`config.mk`:
```
export PLATFORM = sky130hd
export DESIGN_NAME = irtx_framer
export DESIGN_NICKNAME = d
export VERILOG_FILES = /design/src/rtl/irtx_pkg.sv /design/src/rtl/irtx_fifo.sv /design/src/rtl/irtx_regs.sv /design/src/rtl/irtx_ser.sv /design/src/rtl/irtx_framer.sv
export SDC_FILE = /design/constraint.sdc
export NUM_CORES = 1
export LEC_CHECK = 0
export CAP_MARGIN = 20
export CORE_ASPECT_RATIO = 0.8
export CORE_UTILIZATION = 30
export CTS_BUF_LIST = sky130_fd_sc_hd__clkbuf_2 sky130_fd_sc_hd__clkbuf_4 sky130_fd_sc_hd__clkbuf_8
export DETAILED_ROUTE_END_ITERATION = 16
export DONT_BUFFER_PORTS = 1
export MAX_ROUTING_LAYER = met4
export SYNTH_ARGS = -nofsm -noshare
export SYNTH_HDL_FRONTEND = slang
export SYNTH_SLANG_ARGS = --single-unit
```
`constraint.sdc`:
```
create_clock -name clk -period 2.3 [get_ports clk]
set_input_delay 0.23 -clock clk [delete_from_list [all_inputs] [get_ports clk]]
set_output_delay 0.23 -clock clk [all_outputs]
set_load 0.1 [all_outputs]
```
`src/rtl/irtx_pkg.sv`:
```
package irtx_pkg;
  localparam int unsigned ADR_FIFO  = 32'h00;
  localparam int unsigned ADR_CTRL  = 32'h04;
  localparam int unsigned ADR_STAT  = 32'h08;
  localparam int unsigned ADR_TAIL1 = 32'h14;
  localparam int unsigned ADR_TAIL2 = 32'h18;
  localparam int unsigned ADR_TAIL3 = 32'h1C;

  typedef enum logic [1:0] {
    ST_IDLE = 2'd0,
    ST_WORD = 2'd1,
    ST_TAIL = 2'd2,
    ST_EOD  = 2'd3
  } tx_state_e;
endpackage

```
`src/rtl/irtx_fifo.sv`:
```
module irtx_fifo #(
  parameter int W     = 32,
  parameter int DEPTH = 4
) (
  input  logic         clk,
  input  logic         rst_n,
  input  logic         push,
  input  logic [W-1:0] push_data,
  input  logic         pop,
  output logic [W-1:0] head,
  output logic         empty,
  output logic         full
);
  localparam int PW = (DEPTH > 1) ? $clog2(DEPTH) : 1;
  localparam int CW = $clog2(DEPTH + 1);

  logic [W-1:0]  mem [DEPTH];
  logic [PW-1:0] wp_q, wp_n, rp_q, rp_n;
  logic [CW-1:0] cnt_q, cnt_n;
  logic          do_push, do_pop;

  assign empty   = (cnt_q == '0);
  assign full    = (cnt_q == CW'(DEPTH));
  assign do_push = push && !full;
  assign do_pop  = pop && !empty;
  assign head    = mem[rp_q];

  function automatic logic [PW-1:0] bump(input logic [PW-1:0] p);
    return (p == PW'(DEPTH - 1)) ? '0 : p + PW'(1);
  endfunction

  always_comb begin
    wp_n  = do_push ? bump(wp_q) : wp_q;
    rp_n  = do_pop  ? bump(rp_q) : rp_q;
    cnt_n = cnt_q;
    if (do_push && !do_pop) cnt_n = cnt_q + CW'(1);
    if (do_pop && !do_push) cnt_n = cnt_q - CW'(1);
  end

  always_ff @(posedge clk or negedge rst_n) begin
    if (!rst_n) begin
      wp_q  <= '0;
      rp_q  <= '0;
      cnt_q <= '0;
    end else begin
      wp_q  <= wp_n;
      rp_q  <= rp_n;
      cnt_q <= cnt_n;
    end
  end

  always_ff @(posedge clk) begin
    if (do_push) mem[wp_q] <= push_data;
  end

  p_no_overflow_r1: assert property (@(posedge clk) disable iff (!rst_n)
    cnt_q <= CW'(DEPTH));
  p_pop_nonempty_r1: assert property (@(posedge clk) disable iff (!rst_n)
    pop |-> !empty);
endmodule

```
`src/rtl/irtx_regs.sv`:
```
module irtx_regs
  import irtx_pkg::*;
#(
  parameter int AW = 8
) (
  input  logic          clk,
  input  logic          rst_n,
  input  logic          wr_en,
  input  logic [AW-1:0] wr_addr,
  input  logic [31:0]   wr_data,
  input  logic          eod_i,
  input  logic          abort_i,
  input  logic          tail_clr_i,
  output logic          push_o,
  output logic          tx_en,
  output logic [23:0]   tail_data,
  output logic [1:0]    tail_cnt,
  output logic          done_sts,
  output logic          abort_sts,
  output logic          irq
);
  logic [2:0]  ctrl_q, ctrl_n;
  logic [23:0] tdat_q, tdat_n;
  logic [1:0]  tcnt_q, tcnt_n;
  logic        done_n, abrt_n;
  logic        sel_ctrl, sel_stat;
  logic [1:0]  tail_sel;

  assign push_o   = wr_en && (wr_addr == AW'(ADR_FIFO));
  assign sel_ctrl = wr_en && (wr_addr == AW'(ADR_CTRL));
  assign sel_stat = wr_en && (wr_addr == AW'(ADR_STAT));

  always_comb begin
    tail_sel = 2'd0;
    if (wr_en && wr_addr == AW'(ADR_TAIL1)) tail_sel = 2'd1;
    if (wr_en && wr_addr == AW'(ADR_TAIL2)) tail_sel = 2'd2;
    if (wr_en && wr_addr == AW'(ADR_TAIL3)) tail_sel = 2'd3;
  end

  always_comb begin
    ctrl_n = sel_ctrl ? wr_data[2:0] : ctrl_q;
    tdat_n = tdat_q;
    tcnt_n = tcnt_q;
    if (tail_clr_i) begin
      tcnt_n = 2'd0;
    end else if (tail_sel != 2'd0) begin
      tdat_n = wr_data[23:0];
      tcnt_n = tail_sel;
    end
    done_n = done_sts;
    if (sel_stat && wr_data[0]) done_n = 1'b0;
    if (eod_i) done_n = 1'b1;
    abrt_n = abort_sts;
    if (sel_stat && wr_data[1]) abrt_n = 1'b0;
    if (abort_i && ctrl_q[1]) abrt_n = 1'b1;
  end

  always_ff @(posedge clk or negedge rst_n) begin
    if (!rst_n) begin
      ctrl_q    <= '0;
      tdat_q    <= '0;
      tcnt_q    <= '0;
      done_sts  <= 1'b0;
      abort_sts <= 1'b0;
    end else begin
      ctrl_q    <= ctrl_n;
      tdat_q    <= tdat_n;
      tcnt_q    <= tcnt_n;
      done_sts  <= done_n;
      abort_sts <= abrt_n;
    end
  end

  assign tx_en     = ctrl_q[0];
  assign tail_data = tdat_q;
  assign tail_cnt  = tcnt_q;
  assign irq       = done_sts && ctrl_q[2];

  p_done_src_r7: assert property (@(posedge clk) disable iff (!rst_n)
    $rose(done_sts) |-> $past(eod_i));
  p_abort_gate_r9: assert property (@(posedge clk) disable iff (!rst_n)
    $rose(abort_sts) |-> $past(abort_i && ctrl_q[1]));
endmodule

```
`src/rtl/irtx_ser.sv`:
```
module irtx_ser
  import irtx_pkg::*;
(
  input  logic        clk,
  input  logic        rst_n,
  input  logic        en,
  input  logic        fifo_empty,
  input  logic [31:0] fifo_head,
  input  logic [23:0] tail_data,
  input  logic [1:0]  tail_cnt,
  input  logic        tx_ready,
  output logic        fifo_pop,
  output logic [7:0]  tx_byte,
  output logic        tx_valid,
  output logic        tx_eod,
  output logic        tail_clr,
  output logic        abort
);
  tx_state_e   st_q, st_n;
  logic [31:0] word_q, word_n;
  logic [1:0]  idx_q, idx_n;
  logic [31:0] wsh;
  logic [23:0] tsh;

  always_comb begin
    st_n     = st_q;
    word_n   = word_q;
    idx_n    = idx_q;
    fifo_pop = 1'b0;
    tail_clr = 1'b0;
    abort    = 1'b0;
    if (!en && (st_q == ST_WORD || st_q == ST_TAIL)) begin
      abort    = 1'b1;
      tail_clr = 1'b1;
      st_n     = ST_IDLE;
    end else begin
      case (st_q)
        ST_IDLE: begin
          if (en && !fifo_empty) begin
            fifo_pop = 1'b1;
            word_n   = fifo_head;
            idx_n    = 2'd0;
            st_n     = ST_WORD;
          end else if (en && tail_cnt != 2'd0) begin
            idx_n = 2'd0;
            st_n  = ST_TAIL;
          end
        end
        ST_WORD: begin
          if (tx_ready) begin
            if (idx_q != 2'd3) begin
              idx_n = idx_q + 2'd1;
            end else if (!fifo_empty) begin
              fifo_pop = 1'b1;
              word_n   = fifo_head;
              idx_n    = 2'd0;
            end else if (tail_cnt != 2'd0) begin
              idx_n = 2'd0;
              st_n  = ST_TAIL;
            end else begin
              st_n = ST_EOD;
            end
          end
        end
        ST_TAIL: begin
          if (tx_ready) begin
            if (idx_q == tail_cnt - 2'd1) begin
              tail_clr = 1'b1;
              st_n     = ST_EOD;
            end else begin
              idx_n = idx_q + 2'd1;
            end
          end
        end
        default: st_n = ST_IDLE;
      endcase
    end
  end

  always_ff @(posedge clk or negedge rst_n) begin
    if (!rst_n) begin
      st_q   <= ST_IDLE;
      word_q <= '0;
      idx_q  <= '0;
    end else begin
      st_q   <= st_n;
      word_q <= word_n;
      idx_q  <= idx_n;
    end
  end

  assign wsh      = word_q >> {idx_q, 3'b000};
  assign tsh      = tail_data >> {idx_q, 3'b000};
  assign tx_byte  = (st_q == ST_TAIL) ? tsh[7:0] : wsh[7:0];
  assign tx_valid = (st_q == ST_WORD) || (st_q == ST_TAIL);
  assign tx_eod   = (st_q == ST_EOD);

  p_hold_r2: assert property (@(posedge clk) disable iff (!rst_n)
    (tx_valid && !tx_ready && en) |=> (tx_valid && $stable(tx_byte)));
  p_eod_pulse_r5: assert property (@(posedge clk) disable iff (!rst_n)
    tx_eod |=> !tx_eod);
  p_eod_novalid_r5: assert property (@(posedge clk) disable iff (!rst_n)
    tx_eod |-> !tx_valid);
  p_quiet_r6: assert property (@(posedge clk) disable iff (!rst_n)
    (!en && $past(!en)) |-> !tx_valid);
endmodule

```
`src/rtl/irtx_framer.sv`:
```
module irtx_framer #(
  parameter int AW         = 8,
  parameter int FIFO_DEPTH = 4
) (
  input  logic          clk,
  input  logic          rst_n,
  input  logic          wr_en,
  input  logic [AW-1:0] wr_addr,
  input  logic [31:0]   wr_data,
  output logic [7:0]    tx_byte,
  output logic          tx_valid,
  input  logic          tx_ready,
  output logic          tx_eod,
  output logic          irq,
  output logic          done_sts,
  output logic          abort_sts
);
  logic [1:0]  rst_sync;
  logic        rst_s;
  logic        push, pop, f_empty, f_full;
  logic [31:0] f_head;
  logic        tx_en, tail_clr, abort;
  logic [23:0] tail_data;
  logic [1:0]  tail_cnt;

  always_ff @(posedge clk or negedge rst_n) begin
    if (!rst_n) rst_sync <= 2'b00;
    else        rst_sync <= {rst_sync[0], 1'b1};
  end
  assign rst_s = rst_sync[1];

  irtx_regs #(.AW(AW)) u_regs (
    .clk(clk), .rst_n(rst_s), .wr_en(wr_en), .wr_addr(wr_addr),
    .wr_data(wr_data), .eod_i(tx_eod), .abort_i(abort),
    .tail_clr_i(tail_clr), .push_o(push), .tx_en(tx_en),
    .tail_data(tail_data), .tail_cnt(tail_cnt), .done_sts(done_sts),
    .abort_sts(abort_sts), .irq(irq)
  );

  irtx_fifo #(.W(32), .DEPTH(FIFO_DEPTH)) u_fifo (
    .clk(clk), .rst_n(rst_s), .push(push), .push_data(wr_data),
    .pop(pop), .head(f_head), .empty(f_empty), .full(f_full)
  );

  irtx_ser u_ser (
    .clk(clk), .rst_n(rst_s), .en(tx_en), .fifo_empty(f_empty),
    .fifo_head(f_head), .tail_data(tail_data), .tail_cnt(tail_cnt),
    .tx_ready(tx_ready), .fifo_pop(pop), .tx_byte(tx_byte),
    .tx_valid(tx_valid), .tx_eod(tx_eod), .tail_clr(tail_clr),
    .abort(abort)
  );

  p_full_block_r1: assert property (@(posedge clk) disable iff (!rst_s)
    (f_full && push && !pop) |=> f_full);
endmodule

```
==> results.tsv <==
stage	metric	value	unit
outcome	status	finished with violations	
outcome	violated checks	negative setup slack	
critical_path	worst path arrival time	2.24	ns
critical_path	crit-path most repeated cell	buf_12	
grt	initial antenna violation count	2	
clocking	CTS root buffer	clkbuf_8	
critical_path	r2r startpoint	u_ser.st_q[1]$_DFFE_PN0P_	
yosys	count of cell types in the netlist	47	
grt	total track usage	0.139	
grt	first-pass GRT wire length	29600	µm
critical_path	CP startpoint kind	register	
yosys	Mapped Cells	468	
power_and_ir_drop	Leakage	3.88	nW
yosys	top post-synthesis cells by area	edfxtp_1, dfrtp_1, mux4_2	
die	Cell Rows	54	
sta	Final Max Slew Viols	0	
yosys	Yosys reg bits	204	
clocking	Num CTS Buffers	34	
layout	commonest non-fill, non-tap cells in the layout	edfxtp_1, dfrtp_1, mux2_2	
yosys	Yosys top cell by area	edfxtp_1	
clocking	CTS clock-pin slew for the worst setup and hold paths	0.06	ns
drt	post-DR wirelength/cell	19.6	µm
critical_path	r2r setup slk	-0.05	ns
yosys	mapped cell area	0.00852	mm²
drt	DRC viols	0	
critical_path	CP max FO	6	
yosys	Seq/Total Area, Yosys	0.675	
drt	final WL	18800	µm
critical_path	worst endpoint required time	2.07	ns
critical_path	reg2reg end	u_fifo.cnt_q[2]$_DFFE_PN0P_	
die	Core Area	0.0276	mm²
sta	post-route setup slack	-0.171	ns
sta	Final Hold Viols	0	
sta	relative slew slack	0.377	
yosys	warnings from Yosys	0	
layout	Layout Utilization	0.390	
critical_path	slowest stage delay, CP	0.54	ns
power_and_ir_drop	Power Density	1130	mW/mm²
drt	First-pass DRT Iterations	4	
placed_design	routability cong.	0.805	
clocking	Max Buffers Root-to-Sink	3	
yosys	Post-synth ARST share	0.373	
die	Starting Density	0.309	
critical_path	cells on worst reg2reg path	11	
drt	initial drt markers	231	
drt	Vias per Instance	4.75	
critical_path	CP endpoint	tx_byte[1]	
drt	DR vias	4550	
clocking	Clock H-tree levels	2	
power_and_ir_drop	Max rail drop VDD	0.000643	V
sta	Worst-Margin Slew	0.934	ns
layout	Design Area, Final	0.0108	mm²
drt	final antenna-violating net count	0	
sta	minimum clock period	2.47	ns
layout	most common cell after layout, fill and taps aside	edfxtp_1	
clocking	CTS tree	yes	
placed_design	Inst Count DP	848	
grt	largest net degree at the start of global routing	65	
placed_design	DP HPWL	11600	µm
critical_path	CP Capture Type	output pin	
critical_path	CP Class	register to output pin	
yosys	Yosys top cell area share	0.451	
layout	share of cells above drive strength 1	0.420	
sta	final setup fails	9	
clocking	Worst-Skew Late Latency	0.52	ns
critical_path	worst path cell trace	inv_4 -> ha_4 -> buf_12 -> mux4_2 -> nor2_4 -> a21oi_4 -> buf_12	
grt	total grt overflow	0	
yosys	Syn Nets	525	
yosys	ys flop type	edfxtp_1	
critical_path	Slowest-stage cell, CP	mux4_2	
worst_hold_path	hold_sp	wr_addr[4]	
die	die width	190	µm
placed_design	Placement Cell Area	0.00948	mm²
sta	Max Clock Freq	0.405	GHz
die	Die Y	153	µm
sta	clk_skew	0.0370	ns
die	die area	0.0291	mm²
layout	Non-Filler Instances	957	
grt	vias in the first global route	5057	
layout	# fillers	2515	
sta	unrepaired setup endpoints after global routing	yes	
sta	period utilisation layout	1.07	
run	Max-cap violations	0	
clocking	CTS Sinks	204	
die	I/O Pins	57	
worst_hold_path	Hold Crit Class	input pin to register	
critical_path	crit path from	u_ser.st_q[0]$_DFFE_PN0P_	
layout	area grow syn2layout	26.2	%
layout	final net count	624	
yosys	number of synthesized flops with an enable pin	128	
yosys	syn avg cell area	18.2	µm²
placed_design	# port buffers	0	
layout make-up:
class	instances	area, µm²	area share
sequential	204	5750	0.535
clock inverter	9	70.1	0.00652
antenna	2	5.00	0.000465
multi-input combinational	229	2810	0.261
clock buffer	51	633	0.0589
tap	364	455	0.0424
inverter	12	47.5	0.00442
timing repair buffer	86	980	0.0911
state kept, by name, indices dropped and copies added, names as in the netlist:
name / cells
u_regs.done_sts: 1
u_fifo.cnt_q: 3
u_ser.idx_q: 2
u_regs.tail_data: 24
u_ser.st_q: 2
u_ser.word_q: 32
rst_sync: 2
u_fifo.wp_q: 2
u_regs.tail_cnt: 2
u_fifo.rp_q: 2
u_fifo.mem: 128
u_regs.abort_sts: 1
u_regs.ctrl_q: 3
where the power goes:
part | internal, mW | switching (mW)
clock network | 1.87 | 1.39
registers | 4.32 | 0.263
logic | 1.95 | 2.40
through the flow:
stage / hold slack (ns) / TNS, ns / total power, mW / worst slack (ns)
after global placement: -0.0655 / 0 / 8.64 / 0.0315
after global routing: 0.0182 / -2.17 / 12.7 / -0.257
after floorplan: -0.0656 / -0.110 / 7.56 / -0.110
final: 0.0417 / -1.34 / 12.2 / -0.171
after CTS: 0.00461 / -1.82 / 12.3 / -0.261
after detailed placement: -0.0655 / -0.769 / 8.73 / -0.0387
layer usage:
layer | track usage | vias to the layer above | part of all wire
met1 | 0.175 | 2385 | 0.44
met5 | - | - | 0
met4 | 0.0438 | 0 | 0.016
met2 | 0.221 | 130 | 0.49
met3 | 0.0304 | 25 | 0.054
li1 | - | 2010 | -
worst max-delay path, delay by kind of cell (launching register included):
kind,cells,cell delay (ns)
compound gates,1,0.05
mux,1,0.54
buf+inv,3,0.39
fa+ha+maj,1,0.17
flops,1,0.42
simple gates,1,0.14
kinds of logic (layout without fill, tap and decap cells):
logic type / Yosys count / after routing / share of synthesized area
adders and majority gates: 13 / 13 / 0.0200
and+or+nand+nor: 56 / 56 / 0.0363
other: 1 / 3 / 0.000440
buffers and inverters: 35 / 158 / 0.0185
AOI/OAI and AO/OA: 38 / 38 / 0.0317
muxes: 116 / 116 / 0.213
xor gates and xnor gates: 5 / 5 / 0.00514
DFF: 204 / 204 / 0.675
synthesized netlist by cell type, types with 3 or more instances:
cell type / number
edfxtp_1: 128
dfrtp_1: 76
mux2_2: 42
mux4_2: 40
nor2_1: 22
a21oi_1: 20
mux2_4: 20
ha_1: 12
inv_1: 12
mux2i_1: 11
clkbuf_1: 10
buf_2: 9
nand2_1: 7
and2_1: 5
o21ai_0: 4
mux2_1: 3
nand4_1: 3
nor2b_1: 3
xnor2_1: 3
how the worst min path moves through the flow:
stage	to	slack [ns]	cells past startpoint
after floorplan	rst_sync[0]$_DFF_PN0_	-0.07	0
after global placement	rst_sync[0]$_DFF_PN0_	-0.07	0
after detailed placement	rst_sync[0]$_DFF_PN0_	-0.07	0
after CTS	u_regs.tail_cnt[1]$_DFFE_PN0P_	0.005	3
after global routing	u_regs.tail_cnt[1]$_DFFE_PN0P_	0.02	3
final	u_regs.tail_cnt[1]$_DFFE_PN0P_	0.04	3
what timing repair did:
action	4_1_cts	5_1_grt
gates resized for setup	20	1
cloned	1	1
endpoints found under the hold margin	161	0
buffers inserted	3	2
hold buffers	40	0
setup endpoints to repair	40	11
pin swaps	3	3
No activity file was read; power rests on OpenSTA's default activity.
